**src/rtl/blk_lock_pkg.sv**
```systemverilog
package blk_lock_pkg;
  typedef struct packed {
    logic dn;  // locked-down
    logic lk;  // stored lock bit
  } prot_t;

  localparam prot_t PROT_RESET = '{dn: 1'b0, lk: 1'b1};

  // locked bit as seen by software and program/erase logic
  function automatic logic shown_lock(prot_t s, logic wp);
    return s.lk | (s.dn & ~wp);
  endfunction
endpackage

```
**src/rtl/blk_lock_decode.sv**
```systemverilog
module blk_lock_decode #(
  parameter int NUM_BLOCKS = 6,
  localparam int AW = $clog2(NUM_BLOCKS)
) (
  input  logic                  clk_i,
  input  logic                  rst_ni,
  input  logic                  lock_i,
  input  logic                  unlock_i,
  input  logic                  lockdown_i,
  input  logic [AW-1:0]         blk_addr_i,
  output logic [NUM_BLOCKS-1:0] lock_hit_o,
  output logic [NUM_BLOCKS-1:0] unlock_hit_o,
  output logic [NUM_BLOCKS-1:0] ldn_hit_o
);
  logic single_cmd, in_range, cmd_ok;

  assign single_cmd = (32'(lock_i) + 32'(unlock_i) + 32'(lockdown_i)) == 32'd1;
  assign in_range   = {1'b0, blk_addr_i} < (AW+1)'(NUM_BLOCKS);
  assign cmd_ok     = single_cmd & in_range;

  for (genvar i = 0; i < NUM_BLOCKS; i++) begin : g_sel
    logic sel;
    assign sel             = cmd_ok & (blk_addr_i == AW'(i));
    assign lock_hit_o[i]   = sel & lock_i;
    assign unlock_hit_o[i] = sel & unlock_i;
    assign ldn_hit_o[i]    = sel & lockdown_i;
  end

  // at most one block sees at most one command per cycle
  p_single_hit_r9: assert property (@(posedge clk_i) disable iff (!rst_ni)
    $countones({lock_hit_o, unlock_hit_o, ldn_hit_o}) <= 1);
  // multiple strobes never reach a block
  p_multi_drop_r9: assert property (@(posedge clk_i) disable iff (!rst_ni)
    (lock_i && unlock_i) |-> (lock_hit_o == '0 && unlock_hit_o == '0));
endmodule

```
**src/rtl/blk_lock_cell.sv**
```systemverilog
module blk_lock_cell
  import blk_lock_pkg::*;
(
  input  logic clk_i,
  input  logic rst_ni,
  input  logic wp_q_i,
  input  logic lock_hit_i,
  input  logic unlock_hit_i,
  input  logic ldn_hit_i,
  output logic dn_o,
  output logic lk_o,
  output logic modify_ok_o
);
  prot_t st_q, st_d;
  logic  unlock_blocked;

  assign unlock_blocked = st_q.dn & ~wp_q_i;

  always_comb begin
    st_d = st_q;
    if (ldn_hit_i) begin
      st_d.dn = 1'b1;
      st_d.lk = 1'b1;
    end else if (lock_hit_i) begin
      st_d.lk = 1'b1;
    end else if (unlock_hit_i && !unlock_blocked) begin
      st_d.lk = 1'b0;
    end
  end

  always_ff @(posedge clk_i or negedge rst_ni) begin
    if (!rst_ni) st_q <= PROT_RESET;
    else         st_q <= st_d;
  end

  assign dn_o        = st_q.dn;
  assign lk_o        = shown_lock(st_q, wp_q_i);
  assign modify_ok_o = ~lk_o;

  p_lock_sets_r2: assert property (@(posedge clk_i) disable iff (!rst_ni)
    lock_hit_i |=> (st_q.lk && $stable(st_q.dn)));
  p_unlock_held_r3: assert property (@(posedge clk_i) disable iff (!rst_ni)
    (unlock_hit_i && st_q.dn && !wp_q_i) |=> $stable(st_q));
  p_ldn_sets_r4: assert property (@(posedge clk_i) disable iff (!rst_ni)
    ldn_hit_i |=> (st_q.dn && st_q.lk));
  p_dn_sticky_r7: assert property (@(posedge clk_i) disable iff (!rst_ni)
    st_q.dn |=> st_q.dn);
  p_idle_stable_r9: assert property (@(posedge clk_i) disable iff (!rst_ni)
    !(lock_hit_i || unlock_hit_i || ldn_hit_i) |=> $stable(st_q));
endmodule

```
**src/rtl/blk_lock_ctrl.sv**
```systemverilog
module blk_lock_ctrl #(
  parameter int NUM_BLOCKS = 6,
  localparam int AW = $clog2(NUM_BLOCKS)
) (
  input  logic                    clk_i,
  input  logic                    rst_ni,
  input  logic                    wp_i,
  input  logic                    lock_i,
  input  logic                    unlock_i,
  input  logic                    lockdown_i,
  input  logic [AW-1:0]           blk_addr_i,
  output logic [2*NUM_BLOCKS-1:0] status_o,
  output logic [NUM_BLOCKS-1:0]   modify_ok_o
);
  logic                  wp_q;
  logic [NUM_BLOCKS-1:0] lock_hit, unlock_hit, ldn_hit;

  always_ff @(posedge clk_i or negedge rst_ni) begin
    if (!rst_ni) wp_q <= 1'b0;
    else         wp_q <= wp_i;
  end

  blk_lock_decode #(.NUM_BLOCKS(NUM_BLOCKS)) u_decode (
    .clk_i        (clk_i),
    .rst_ni       (rst_ni),
    .lock_i       (lock_i),
    .unlock_i     (unlock_i),
    .lockdown_i   (lockdown_i),
    .blk_addr_i   (blk_addr_i),
    .lock_hit_o   (lock_hit),
    .unlock_hit_o (unlock_hit),
    .ldn_hit_o    (ldn_hit)
  );

  for (genvar i = 0; i < NUM_BLOCKS; i++) begin : g_blk
    blk_lock_cell u_cell (
      .clk_i        (clk_i),
      .rst_ni       (rst_ni),
      .wp_q_i       (wp_q),
      .lock_hit_i   (lock_hit[i]),
      .unlock_hit_i (unlock_hit[i]),
      .ldn_hit_i    (ldn_hit[i]),
      .dn_o         (status_o[2*i+1]),
      .lk_o         (status_o[2*i]),
      .modify_ok_o  (modify_ok_o[i])
    );

    // with pin low, a locked-down block never permits modification
    p_wp_low_guard_r5: assert property (@(posedge clk_i) disable iff (!rst_ni)
      (!wp_i && status_o[2*i+1]) |=> !modify_ok_o[i]);
  end
endmodule

```
**config.mk**
```make
export PLATFORM = sky130hd
export DESIGN_NAME = blk_lock_ctrl
export DESIGN_NICKNAME = d
export VERILOG_FILES = /design/src/rtl/blk_lock_pkg.sv /design/src/rtl/blk_lock_decode.sv /design/src/rtl/blk_lock_cell.sv /design/src/rtl/blk_lock_ctrl.sv
export SDC_FILE = /design/constraint.sdc
export NUM_CORES = 1
export LEC_CHECK = 0
export BUFFER_PORTS_ARGS = -buffer_cell sky130_fd_sc_hd__buf_2
export CORE_MARGIN = 4
export CORE_UTILIZATION = 53
export CTS_CLUSTER_DIAMETER = 150
export DETAILED_ROUTE_END_ITERATION = 7
export GPL_TIMING_DRIVEN = 0
export MAX_ROUTING_LAYER = met4
export PLACE_DENSITY = 0.82
export REMOVE_ABC_BUFFERS = 1
export SLEW_MARGIN = 20
export SYNTH_ARGS = -nofsm -noshare
export SYNTH_HDL_FRONTEND = slang
export SYNTH_SLANG_ARGS = --single-unit
```
**constraint.sdc**
```tcl
create_clock -name clk_i -period 2.6 [get_ports clk_i]
set_clock_uncertainty 0.15 [all_clocks]
set_input_delay 0.26 -clock clk_i [delete_from_list [all_inputs] [get_ports clk_i]]
set_output_delay 0.26 -clock clk_i [all_outputs]
set_load 0.005 [all_outputs]
```
==> impl_metrics.csv, run 1 <==
group,metric,value,unit
grt,grt_antenna_before_repair,0,
die,floorplan.die_area,0.002359,mm²
sta,setup_viol_count_final,0,
finish,number_of_nets_at_the_end_of_the_flow,116,
worst_setup_path,critical_path.reg2reg.endpoint,"g_blk[0].u_cell.st_q[0]",
worst_setup_path,worst_setup_path_start_kind,"input port",
worst_setup_path,r2r_slack,1.32,ns
clocking,cts-htree-levels,1,
power_and_ir_drop,power.ir.vdd_worst,400.9,µV
clocking,numCtsBuffers,3,
placement,gp_congestion,0.7709,
sta,finalWorstPathRequiredPeriod,1.793,ns
worst_setup_path,timing.critical_path.from,"lock_i",
sta,setup_total_negative_slack,0,ns
clocking,postCtsSetupRepairBufs,0,
sta,maxSlewViolCount,0,
route,drt_iter0_drc,21,
finish,fillCellCount,138,
grt,gr-total-overflow,0,
placement,pre_cts_slack,0.5008,ns
sta,fmax,0.5576,GHz
logic_synthesis,synth-seq-cells,13,
sta,report.final.hold_viol_count,0,
route,postRouteWirelength,1674,µm
grt,grt_pass1_wl,2960,µm
grt,track_usage,16.10,%
logic_synthesis,synthesis_warning_total,0,
worst_hold_path,min-delay-start,"blk_addr_i[2]",
sta,layout_worst_path_cycle_share,68.98,%
sta,rsz0062_at_grt,"false",
clocking,root_buffer,"clkbuf_4",
die,design.core.area,0.001524,mm²
clocking,worst_setup_hold_path_clk_slew,0.08,ns
grt,grt_pass1_vias,673,
finish,areaGrowthSynthToFinish,6.456,%
logic_synthesis,synth_top_cell_by_area,"dfrtp_1",
clocking,cts-resized-gates,0,
logic_synthesis,post-synth-top-area-fraction,20.09,%
placement,dp_hpwl,1361,µm
logic_synthesis,synth_cell_type_count,23,
finish,ratio_of_cells_with_drive_above_1_in_the_final_layout,36.27,%
logic_synthesis,post_synth_instance_area,872.1,µm²
die,dieWidth,48.57,µm
worst_setup_path,reg2reg_from,"g_blk[0].u_cell.dn_o",
clocking,clock_latency_on_the_worst_skew_pair,0.28,ns
route,post_detailed_route_count_of_antenna_violating_nets,0,
finish,final_core_utilization,60.92,%
logic_synthesis,yosys-top-cells-area,"dfrtp_1, dfstp_2, buf_4",
clocking,tritoncts_clock_tree,"built",
finish,antenna_cells,0,
die,io_pins,27,
power_and_ir_drop,power.static_leakage,0.4609,nW
sta,tightest_slew,0.3175,ns
worst_setup_path,timing_worst_setup_path_type,"in2reg",
route,wire_per_inst,14.19,µm
worst_setup_path,worst-endpoint-arrival,1.85,ns
grt,grt_max_degree,14,
sta,post-route-worst-setup-slack,0.8066,ns
outcome,run_status,"complete, no violations",
worst_hold_path,worst_hold_path_type,"in2reg",
logic_synthesis,synth_area_per_cell,9.799,µm²
route,first_pass_iters,4,
logic_synthesis,synth_cells,89,
clocking,cts_hold_buffers,2,
route,vias_per_cell,5.449,
power_and_ir_drop,cellPowerDensity,806.2,mW/mm²
die,fp-row-count,14,
placement,numPortBuffers,26,
worst_setup_path,critical_path.max_fanout,4,
worst_setup_path,critical_path.endpoint,"g_blk[0].u_cell.st_q[0]",
worst_setup_path,cp.required,2.66,ns
die,die_h,48.57,µm
logic_synthesis,seq_area_frac_synth,38.16,%
clocking,clock_sink_count,13,
sta,max-slew-margin-rel,78.74,%
route,final_routed_drc_violation_total,0,
worst_setup_path,r2r_cells,3,
job,drv_cap,0,
die,start_util,57.22,%
clocking,clock_path_buffers,2,
worst_setup_path,worstSetupEndpointType,"flip-flop",
route,via_count,643,
==> per-layer routing <==
layer | track usage [%] | part of all wire, % | up-vias
li1 | - | - | 308
met1 | 18.13 | 40 | 305
met2 | 26.30 | 51 | 25
met3 | 5.828 | 7.4 | 5
met4 | 5.381 | 1.1 | 0
met5 | - | 0 | -
==> worst max-delay path, stage by stage <==
cell and delay (ns):
buf_2 0.13, ha_1 0.30, ha_1 0.18, ha_1 0.21
nand4bb_1 0.28, o41ai_1 0.37, o21ai_1 0.12
==> final cells by class <==
cell class	instances	area (µm²)	share of cell area [%]
Multi-Input combinational cell	47	361.6	38.95
Sequential cell	13	332.8	35.85
Timing Repair Buffer	28	150.1	16.17
Inverter	10	37.54	4.043
Clock buffer	4	26.28	2.830
Tap cell	16	20.02	2.156
==> flip-flops by register name (all words and copies together) (netlist names) <==
register           count
g_blk.u_cell.dn_o      6
g_blk.u_cell.st_q      6
wp_q                   1
==> cells in the final DEF (no fill, tap or decap) <==
master          n
and4bb_2        1
clkbuf_4        3
dlygate4sd3_1   2
nor2_1          1
ha_1            3
nor3b_2         1
a21o_1          3
and3_1          1
dfstp_2         6
dfrtp_1         7
inv_1          10
clkbuf_1        1
or2_1           4
o211ai_1        2
fa_1            1
nand2b_1        8
o21bai_1        3
o21ai_1         3
nand4_1         3
o41ai_1         3
nor2b_1         5
buf_2          26
nand3_1         1
nand4bb_1       1
o2bb2ai_1       3
==> synth_stat cells, drive strengths merged <==
library cell	instances
o2bb2ai	3
buf	18
nor3b	1
o21ai	3
nand3	1
inv	10
nand4bb	1
or2	4
nand4	3
nand2b	8
and3	1
dfrtp	7
clkbuf	1
nor2	1
nor2b	5
a21o	3
o21bai	3
fa	1
dfstp	6
and4bb	1
o211ai	2
o41ai	3
ha	3
==> cell families (layout without fill, tap and decap cells) <==
kind of cell / after synthesis / in the layout / share of synthesized area [%]
fa+ha+maj: 4 / 4 / 6.600
buf+inv: 29 / 42 / 20.37
simple gates: 26 / 26 / 20.23
compound gates: 17 / 17 / 14.63
flops: 13 / 13 / 38.16
==> power by group <==
group	switching [mW]	leakage [nW]	internal (mW)	total (mW)
Combinational	0.131	0.302	0.154	0.285
Sequential	0.0416	0.144	0.294	0.335
Clock	0.0681	0.0150	0.0597	0.128
==> per-stage QoR <==
stage,std cells,area [µm²],hold slack [ns],power [mW]
floorplan,70,732.0,-0.1856,0.4800
global placement,112,882.1,0.001829,0.6084
detailed placement,112,882.1,0.005648,0.6263
CTS,118,928.4,0.1588,0.7579
global route,118,928.4,0.2004,0.8162
finish,118,928.4,0.1639,0.7484
==> how the worst min path moves through the flow <==
stage                     cells past startpoint                      end
after global routing                          3     g_blk[0].u_cell.dn_o
after global placement                        1     g_blk[1].u_cell.dn_o
after floorplan                               0     g_blk[0].u_cell.dn_o
after detailed placement                      1     g_blk[1].u_cell.dn_o
final                                         3  g_blk[4].u_cell.st_q[0]
after CTS                                     3  g_blk[4].u_cell.st_q[0]
(Power assumes the default switching activity.)
==> run 2: changes to the inputs <==
ABC_AREA = 1   (was unset)
CORE_UTILIZATION = 44   (was 53)
PLACE_DENSITY = 0.73   (was 0.82)
clock period = 1.5 ns   (was 2.6 ns; I/O delays follow)
==> run 2 against run 1 <==
Non-clock buffer count rose by 3. Sequential share of layout area fell by 4.1 points. Die area rose by 16%. Clock power rose by 67%. Global-route usage fell by 3.1 points. Sequential power rose by 73%. Total power rose by 71%. Cell count rose by 25%. Wire length rose by 0.42%. Utilization fell by 2.2 points. Critical path type unchanged. Critical endpoint is now g_blk[4].u_cell.st_q[0].
==> impl_metrics.csv, run 2 <==
group,metric,value,unit
logic_synthesis,synthesis_warning_total,0,
finish,ratio_of_cells_with_drive_above_1_in_the_final_layout,45.90,%
sta,setup_viol_count_final,0,
grt,gr-total-overflow,0,
die,design.core.area,0.001783,mm²
logic_synthesis,synth_top_cell_by_area,"dfrtp_1",
sta,fmax,0.6802,GHz
logic_synthesis,synthTopCellsByCount,"nand2_1, buf_4, inv_1",
power_and_ir_drop,clock_power_share,16.7,%
worst_setup_path,r2r_cells,5,
die,io_pins,27,
route,wire_per_inst,11.44,µm
logic_synthesis,synth-seq-cells,13,
die,start_util,48.42,%
grt,track_usage,13.02,%
logic_synthesis,synth-edff-count,0,
grt,grt_pass1_wl,2573,µm
worst_hold_path,worst_hold_path_type,"in2reg",
sta,finalWorstPathRequiredPeriod,1.470,ns
worst_hold_path,whs_path_depth,3,
power_and_ir_drop,pwr-share-comb,38.0,%
worst_setup_path,worst-endpoint-arrival,1.54,ns
route,post_detailed_route_count_of_antenna_violating_nets,0,
worst_hold_path,min-delay-start,"lock_i",
worst_setup_path,timing_worst_setup_path_type,"in2reg",
die,die_h,52.30,µm
worst_setup_path,critical_path.max_fanout,6,
worst_setup_path,worstSetupEndpointType,"flip-flop",
clocking,worst_setup_hold_path_clk_slew,0.08,ns
finish,number_of_nets_at_the_end_of_the_flow,136,
clocking,cts-htree-levels,1,
worst_setup_path,r2r_slack,0.54,ns
finish,layout_commonest_cell,"buf_2",
grt,grt_pass1_vias,590,
finish,fillCellCount,154,
logic_synthesis,yosys-top-cells-area,"dfrtp_1, dfstp_2, buf_4",
worst_setup_path,cp.required,1.57,ns
die,fp-row-count,15,
power_and_ir_drop,power.ir.vdd_worst,801.2,µV
logic_synthesis,synth_area_per_cell,8.068,µm²
die,dieWidth,52.30,µm
placement,gp_congestion,0.7637,
route,final_routed_drc_violation_total,0,
power_and_ir_drop,cellPowerDensity,1224,mW/mm²
sta,tightest_slew,0.2927,ns
logic_synthesis,synth_most_common_cell,"nand2_1",
sta,setup_total_negative_slack,0,ns
logic_synthesis,synth_cell_type_count,16,
worst_hold_path,hold_end,"g_blk[1].u_cell.st_q[0]",
sta,max-slew-margin-rel,80.49,%
sta,maxSlewViolCount,0,
power_and_ir_drop,p_int,851.7,µW
sta,report.final.hold_viol_count,0,
worst_setup_path,worst_setup_path_start_kind,"input port",
clocking,clock_path_buffers,2,
clocking,clock_sink_count,13,
worst_setup_path,reg2reg_from,"wp_q",
power_and_ir_drop,power.static_leakage,0.5162,nW
logic_synthesis,post_synth_instance_area,863.3,µm²
power_and_ir_drop,power.switching_fraction,33.58,%
logic_synthesis,asyncSetResetFlopFracSynth,100.0,%
placement,numPortBuffers,26,
sta,hold-worst-slack,0.003920,ns
clocking,numCtsBuffers,3,
clocking,tritoncts_clock_tree,"built",
finish,antenna_cells,0,
power_and_ir_drop,seq_power_share,45.3,%
route,via_count,688,
grt,grt_max_degree,15,
grt,grt_antenna_before_repair,0,
logic_synthesis,synth_cells,107,
power_and_ir_drop,power.net_switching,430.5,µW
worst_setup_path,critical_path.reg2reg.endpoint,"g_blk[2].u_cell.st_q[0]",
die,floorplan.die_area,0.002735,mm²
logic_synthesis,synthFlopType,"dfrtp_1",
logic_synthesis,seq_area_frac_synth,38.55,%
placement,dp_hpwl,1157,µm
finish,final_cell_mix,"buf_2, nand2_1, a21oi_1",
job,drv_cap,0,
route,drt_iter0_drc,9,
outcome,run_status,"complete, no violations",
route,postRouteWirelength,1681,µm
clocking,clock_latency_on_the_worst_skew_pair,0.28,ns
route,vias_per_cell,4.680,
route,first_pass_iters,4,
logic_synthesis,post-synth-top-area-fraction,20.29,%
finish,areaGrowthSynthToFinish,21.30,%
clocking,root_buffer,"clkbuf_4",
sta,layout_worst_path_cycle_share,98.01,%
-- run 2: what timing repair did --
action	in CTS	in global routing
pin swaps	0	5
setup endpoints to repair	16	15
endpoints found under the hold margin	14	0
hold buffers	2	0
resized for setup	2	26
setup buffers	0	3
-- run 2: cell type report --
class	count	area (µm²)	area share, %
inverters	13	55.05	5.257
well taps	25	31.28	2.987
multi-input cells	61	414.1	39.55
clock buffers	4	26.28	2.509
repair buffers	31	187.7	17.92
flip-flops and latches	13	332.8	31.78
-- run 2: worst max-delay path: stages --
cell	delay, ns
buf_4	0.11
clkinvlp_4	0.12
fa_1	0.50
nor2_4	0.13
nand3_4	0.19
nor2_4	0.17
o21ai_0	0.09
nand2_1	0.08
-- run 2: cells by family after synthesis --
group,Yosys count,synth area share [%]
buffers and inverters,33,22.46
AND/OR/NAND/NOR,33,15.94
AO/OA/AOI/OAI,24,16.38
flip-flops,13,38.55
adder cells (fa/ha/maj),4,6.667
-- run 2: through the flow --
| step | worst slack (ns) | power [mW] | instance area (µm²) | instances | utilization, % |
|---|---|---|---|---|---|
| floorplan | -0.0009451 | 0.8000 | 718.2 | 87 | - |
| global placement | -0.2976 | 1.018 | 879.6 | 138 | 49.33 |
| detailed placement | -0.2994 | 1.038 | 879.6 | 138 | 49.33 |
| CTS | -0.002859 | 1.262 | 929.6 | 144 | 52.14 |
| global route | -0.05453 | 1.401 | 1047 | 147 | 58.74 |
| finish | 0.02985 | 1.282 | 1047 | 147 | 58.74 |
-- run 2: worst max-delay path by stage --
stage	from	cells past startpoint	to
after global routing	unlock_i	9	g_blk[4].u_cell.st_q[0]
final	unlock_i	8	g_blk[4].u_cell.st_q[0]
after detailed placement	unlock_i	9	g_blk[1].u_cell.st_q[0]
after CTS	unlock_i	8	g_blk[1].u_cell.st_q[0]
after global placement	unlock_i	9	g_blk[1].u_cell.st_q[0]
after floorplan	lock_i	9	g_blk[5].u_cell.st_q[0]
-- run 2: power groups by stage --
stage / registers [mW] / clock network [mW] / logic [mW]
after global routing: 0.599 / 0.246 / 0.556
final: 0.581 / 0.214 / 0.487
after detailed placement: 0.589 / 0 / 0.449
after CTS: 0.582 / 0.224 / 0.456
after floorplan: 0.582 / 0 / 0.218
after global placement: 0.581 / 0 / 0.438
-- run 2: layer usage --
metal  part of all wire [%]  routed length, µm  global-route usage (%)
met1                     43                725                   15.19
met3                    7.0                117                   5.128
met4                   0.83                 14                   2.553
met2                     49                823                   21.28
met5                      0                  0                       -
==> run 3: changes to the inputs <==
--- a/config.mk
+++ b/config.mk
@@ -6,5 +6,4 @@
 export NUM_CORES = 1
 export LEC_CHECK = 0
-export ABC_AREA = 1
 export BUFFER_PORTS_ARGS = -buffer_cell sky130_fd_sc_hd__buf_2
 export CORE_MARGIN = 4
==> constraint.sdc (replaced) <==
create_clock -name clk_i -period 1.5 [get_ports clk_i]
set_clock_uncertainty 0.15 [all_clocks]
set_input_delay 0.3 -clock clk_i [delete_from_list [all_inputs] [get_ports clk_i]]
set_output_delay 0.3 -clock clk_i [all_outputs]
set_load 0.005 [all_outputs]
==> run 3 against run 2 <==
The run now ends with negative setup slack left. Combinational power rose by 66%. Total power rose by 26%. Sequential share of layout area fell by 5.5 points. Cell area rose by 22%. Critical path type is now reg2out. Critical endpoint is now modify_ok_o[0]. Largest cell class unchanged. Highest routed layer unchanged.
==> impl_metrics.csv, run 3 (synthesis gave the netlist of run 1 again) <==
group,metric,value,unit
outcome,run_status,"complete, but fails checks",
outcome,violated_checks,"negative setup slack",
die,dieWidth,52.52,µm
sta,max-slew-margin-rel,77.73,%
route,detail_route.wirelength.met1,791,µm
power_and_ir_drop,power.ir.vdd_worst,878.4,µV
worst_setup_path,reg2reg_from,"wp_q",
power_and_ir_drop,pwr-share-comb,50.0,%
power_and_ir_drop,p_int,1.118,mW
die,start_util,48.40,%
route,metal3_wl,99,µm
placement,numPortBuffers,26,
worst_setup_path,r2r_slack,0.11,ns
sta,post-route-worst-setup-slack,-0.1275,ns
clocking,clock_sink_count,13,
power_and_ir_drop,clock_power_share,13.1,%
power_and_ir_drop,power.switching_fraction,30.81,%
power_and_ir_drop,cellPowerDensity,1270,mW/mm²
route,first_pass_iters,4,
sta,setup_total_negative_slack,-1.293,ns
clocking,tritoncts_clock_tree,"built",
route,top_layer,"met4",
power_and_ir_drop,power.static_leakage,0.5961,nW
die,io_pins,27,
worst_setup_path,worst-endpoint-arrival,1.18,ns
worst_setup_path,cp.required,1.05,ns
finish,number_of_nets_at_the_end_of_the_flow,130,
finish,antenna_cells,0,
route,post_detailed_route_count_of_antenna_violating_nets,0,
clocking,clock_latency_on_the_worst_skew_pair,0.28,ns
route,routed-wl-met2,1103,µm
route,final_routed_drc_violation_total,0,
placement,pre_cts_slack,-0.5556,ns
clocking,root_buffer,"clkbuf_4",
sta,layout_worst_path_cycle_share,108.5,%
route,via_count,713,
finish,layout_commonest_cell,"buf_2",
sta,finalWorstPathRequiredPeriod,1.627,ns
sta,setup_viol_count_final,18,
finish,areaGrowthSynthToFinish,45.91,%
die,die_h,52.52,µm
finish,final_core_utilization,70.63,%
job,drv_cap,0,
worst_setup_path,worst_setup_path_start_kind,"flip-flop",
worst_hold_path,min-delay-start,"blk_addr_i[1]",
grt,track_usage,17.08,%
worst_setup_path,worstSetupEndpointType,"primary output",
sta,maxSlewViolCount,0,
worst_setup_path,critical_path.reg2reg.endpoint,"g_blk[4].u_cell.st_q[0]",
sta,tightest_slew,0.3325,ns
worst_setup_path,r2r_cells,5,
clocking,worst_setup_hold_path_clk_slew,0.08,ns
route,postRouteWirelength,2004,µm
power_and_ir_drop,power.net_switching,497.9,µW
power_and_ir_drop,seq_power_share,36.9,%
die,floorplan.die_area,0.002758,mm²
placement,dpl-instance-area,893.4,µm²
worst_hold_path,worst_hold_path_type,"in2reg",
route,wire_per_inst,14.21,µm
grt,gr-total-overflow,0,
route,drt_iter0_drc,13,
die,design.core.area,0.001802,mm²
sta,fmax,0.6145,GHz
die,fp-row-count,15,
clocking,cts-htree-levels,1,
sta,report.final.hold_viol_count,0,
placement,dp_hpwl,1271,µm
grt,grt_max_degree,14,
grt,grt_pass1_vias,727,
finish,final_cell_area,0.001272,mm²
grt,grt_pass1_wl,3332,µm
worst_hold_path,whs_path_depth,3,
clocking,numCtsBuffers,3,
finish,ratio_of_cells_with_drive_above_1_in_the_final_layout,66.38,%
grt,grt_antenna_before_repair,0,
route,vias_per_cell,5.057,
worst_setup_path,timing_worst_setup_path_type,"reg2out",
worst_setup_path,critical_path.max_fanout,6,
clocking,clock_path_buffers,2,
finish,final_cell_mix,"buf_2, buf_4, nand2b_4, dfrtp_1, dfstp_2",
worst_hold_path,hold_end,"g_blk[2].u_cell.st_q[0]",
sta,rsz0062_at_grt,"true",
placement,gp_congestion,0.7916,
==> run 3: how the worst max path moves through the flow <==
| stage | startpoint | to | slack, ns | depth (start not counted) |
|---|---|---|---|---|
| global placement | lock_i | g_blk[0].u_cell.st_q[0] | -0.53 | 7 |
| global route | wp_q | modify_ok_o[4] | -0.20 | 4 |
| detailed placement | lock_i | g_blk[0].u_cell.st_q[0] | -0.56 | 7 |
| CTS | wp_q | modify_ok_o[4] | -0.13 | 4 |
| finish | wp_q | modify_ok_o[0] | -0.13 | 4 |
| floorplan | lock_i | g_blk[0].u_cell.st_q[0] | -0.29 | 6 |
==> run 3: layout make-up <==
cell class	count	area (µm²)
repair buffers	42	321.6
inverters	10	45.04
flip-flops and latches	13	334.1
well taps	25	31.28
fillers	138	529.3
multi-input cells	47	514.2
clock buffers	4	26.28
==> run 3: critical path: stages (launching register included) <==
cell and delay [ns]:
dfrtp_2 0.47, nor2b_4 0.06, or2_1 0.22, inv_1 0.06, buf_2 0.10
==> run 3: power by group through the flow <==
stage	clock network [mW]	logic, mW	registers, mW
6_report	0.212	0.808	0.596
5_1_grt	0.234	0.881	0.614
4_1_cts	0.218	0.714	0.594
3_5_place_dp	0	0.490	0.581
3_3_place_gp	0	0.481	0.574
2_1_floorplan	0	0.259	0.573
==> run 3: routing by layer <==
metal / vias to the layer above / GRT usage [%]
li1: 340 / -
met1: 350 / 18.10
met2: 21 / 31.82
met3: 2 / 4.274
met4: 0 / 3.404
met5: - / -
==> run 3: repair_timing <==
item	CTS	global route
setup endpoints to repair	24	24
hold buffers	2	0
pin swaps	8	12
setup buffers	10	4
resized for setup	41	7
hold endpoints to repair	8	0
==> run 3: through the flow <==
| step | hold slack [ns] | instances | total power [mW] |
|---|---|---|---|
| CTS | 0.2386 | 137 | 1.526 |
| detailed placement | 0.04617 | 121 | 1.071 |
| global placement | 0.04376 | 121 | 1.055 |
| floorplan | -0.1456 | 70 | 0.8320 |
| global route | 0.2704 | 141 | 1.728 |
| finish | 0.2557 | 141 | 1.616 |
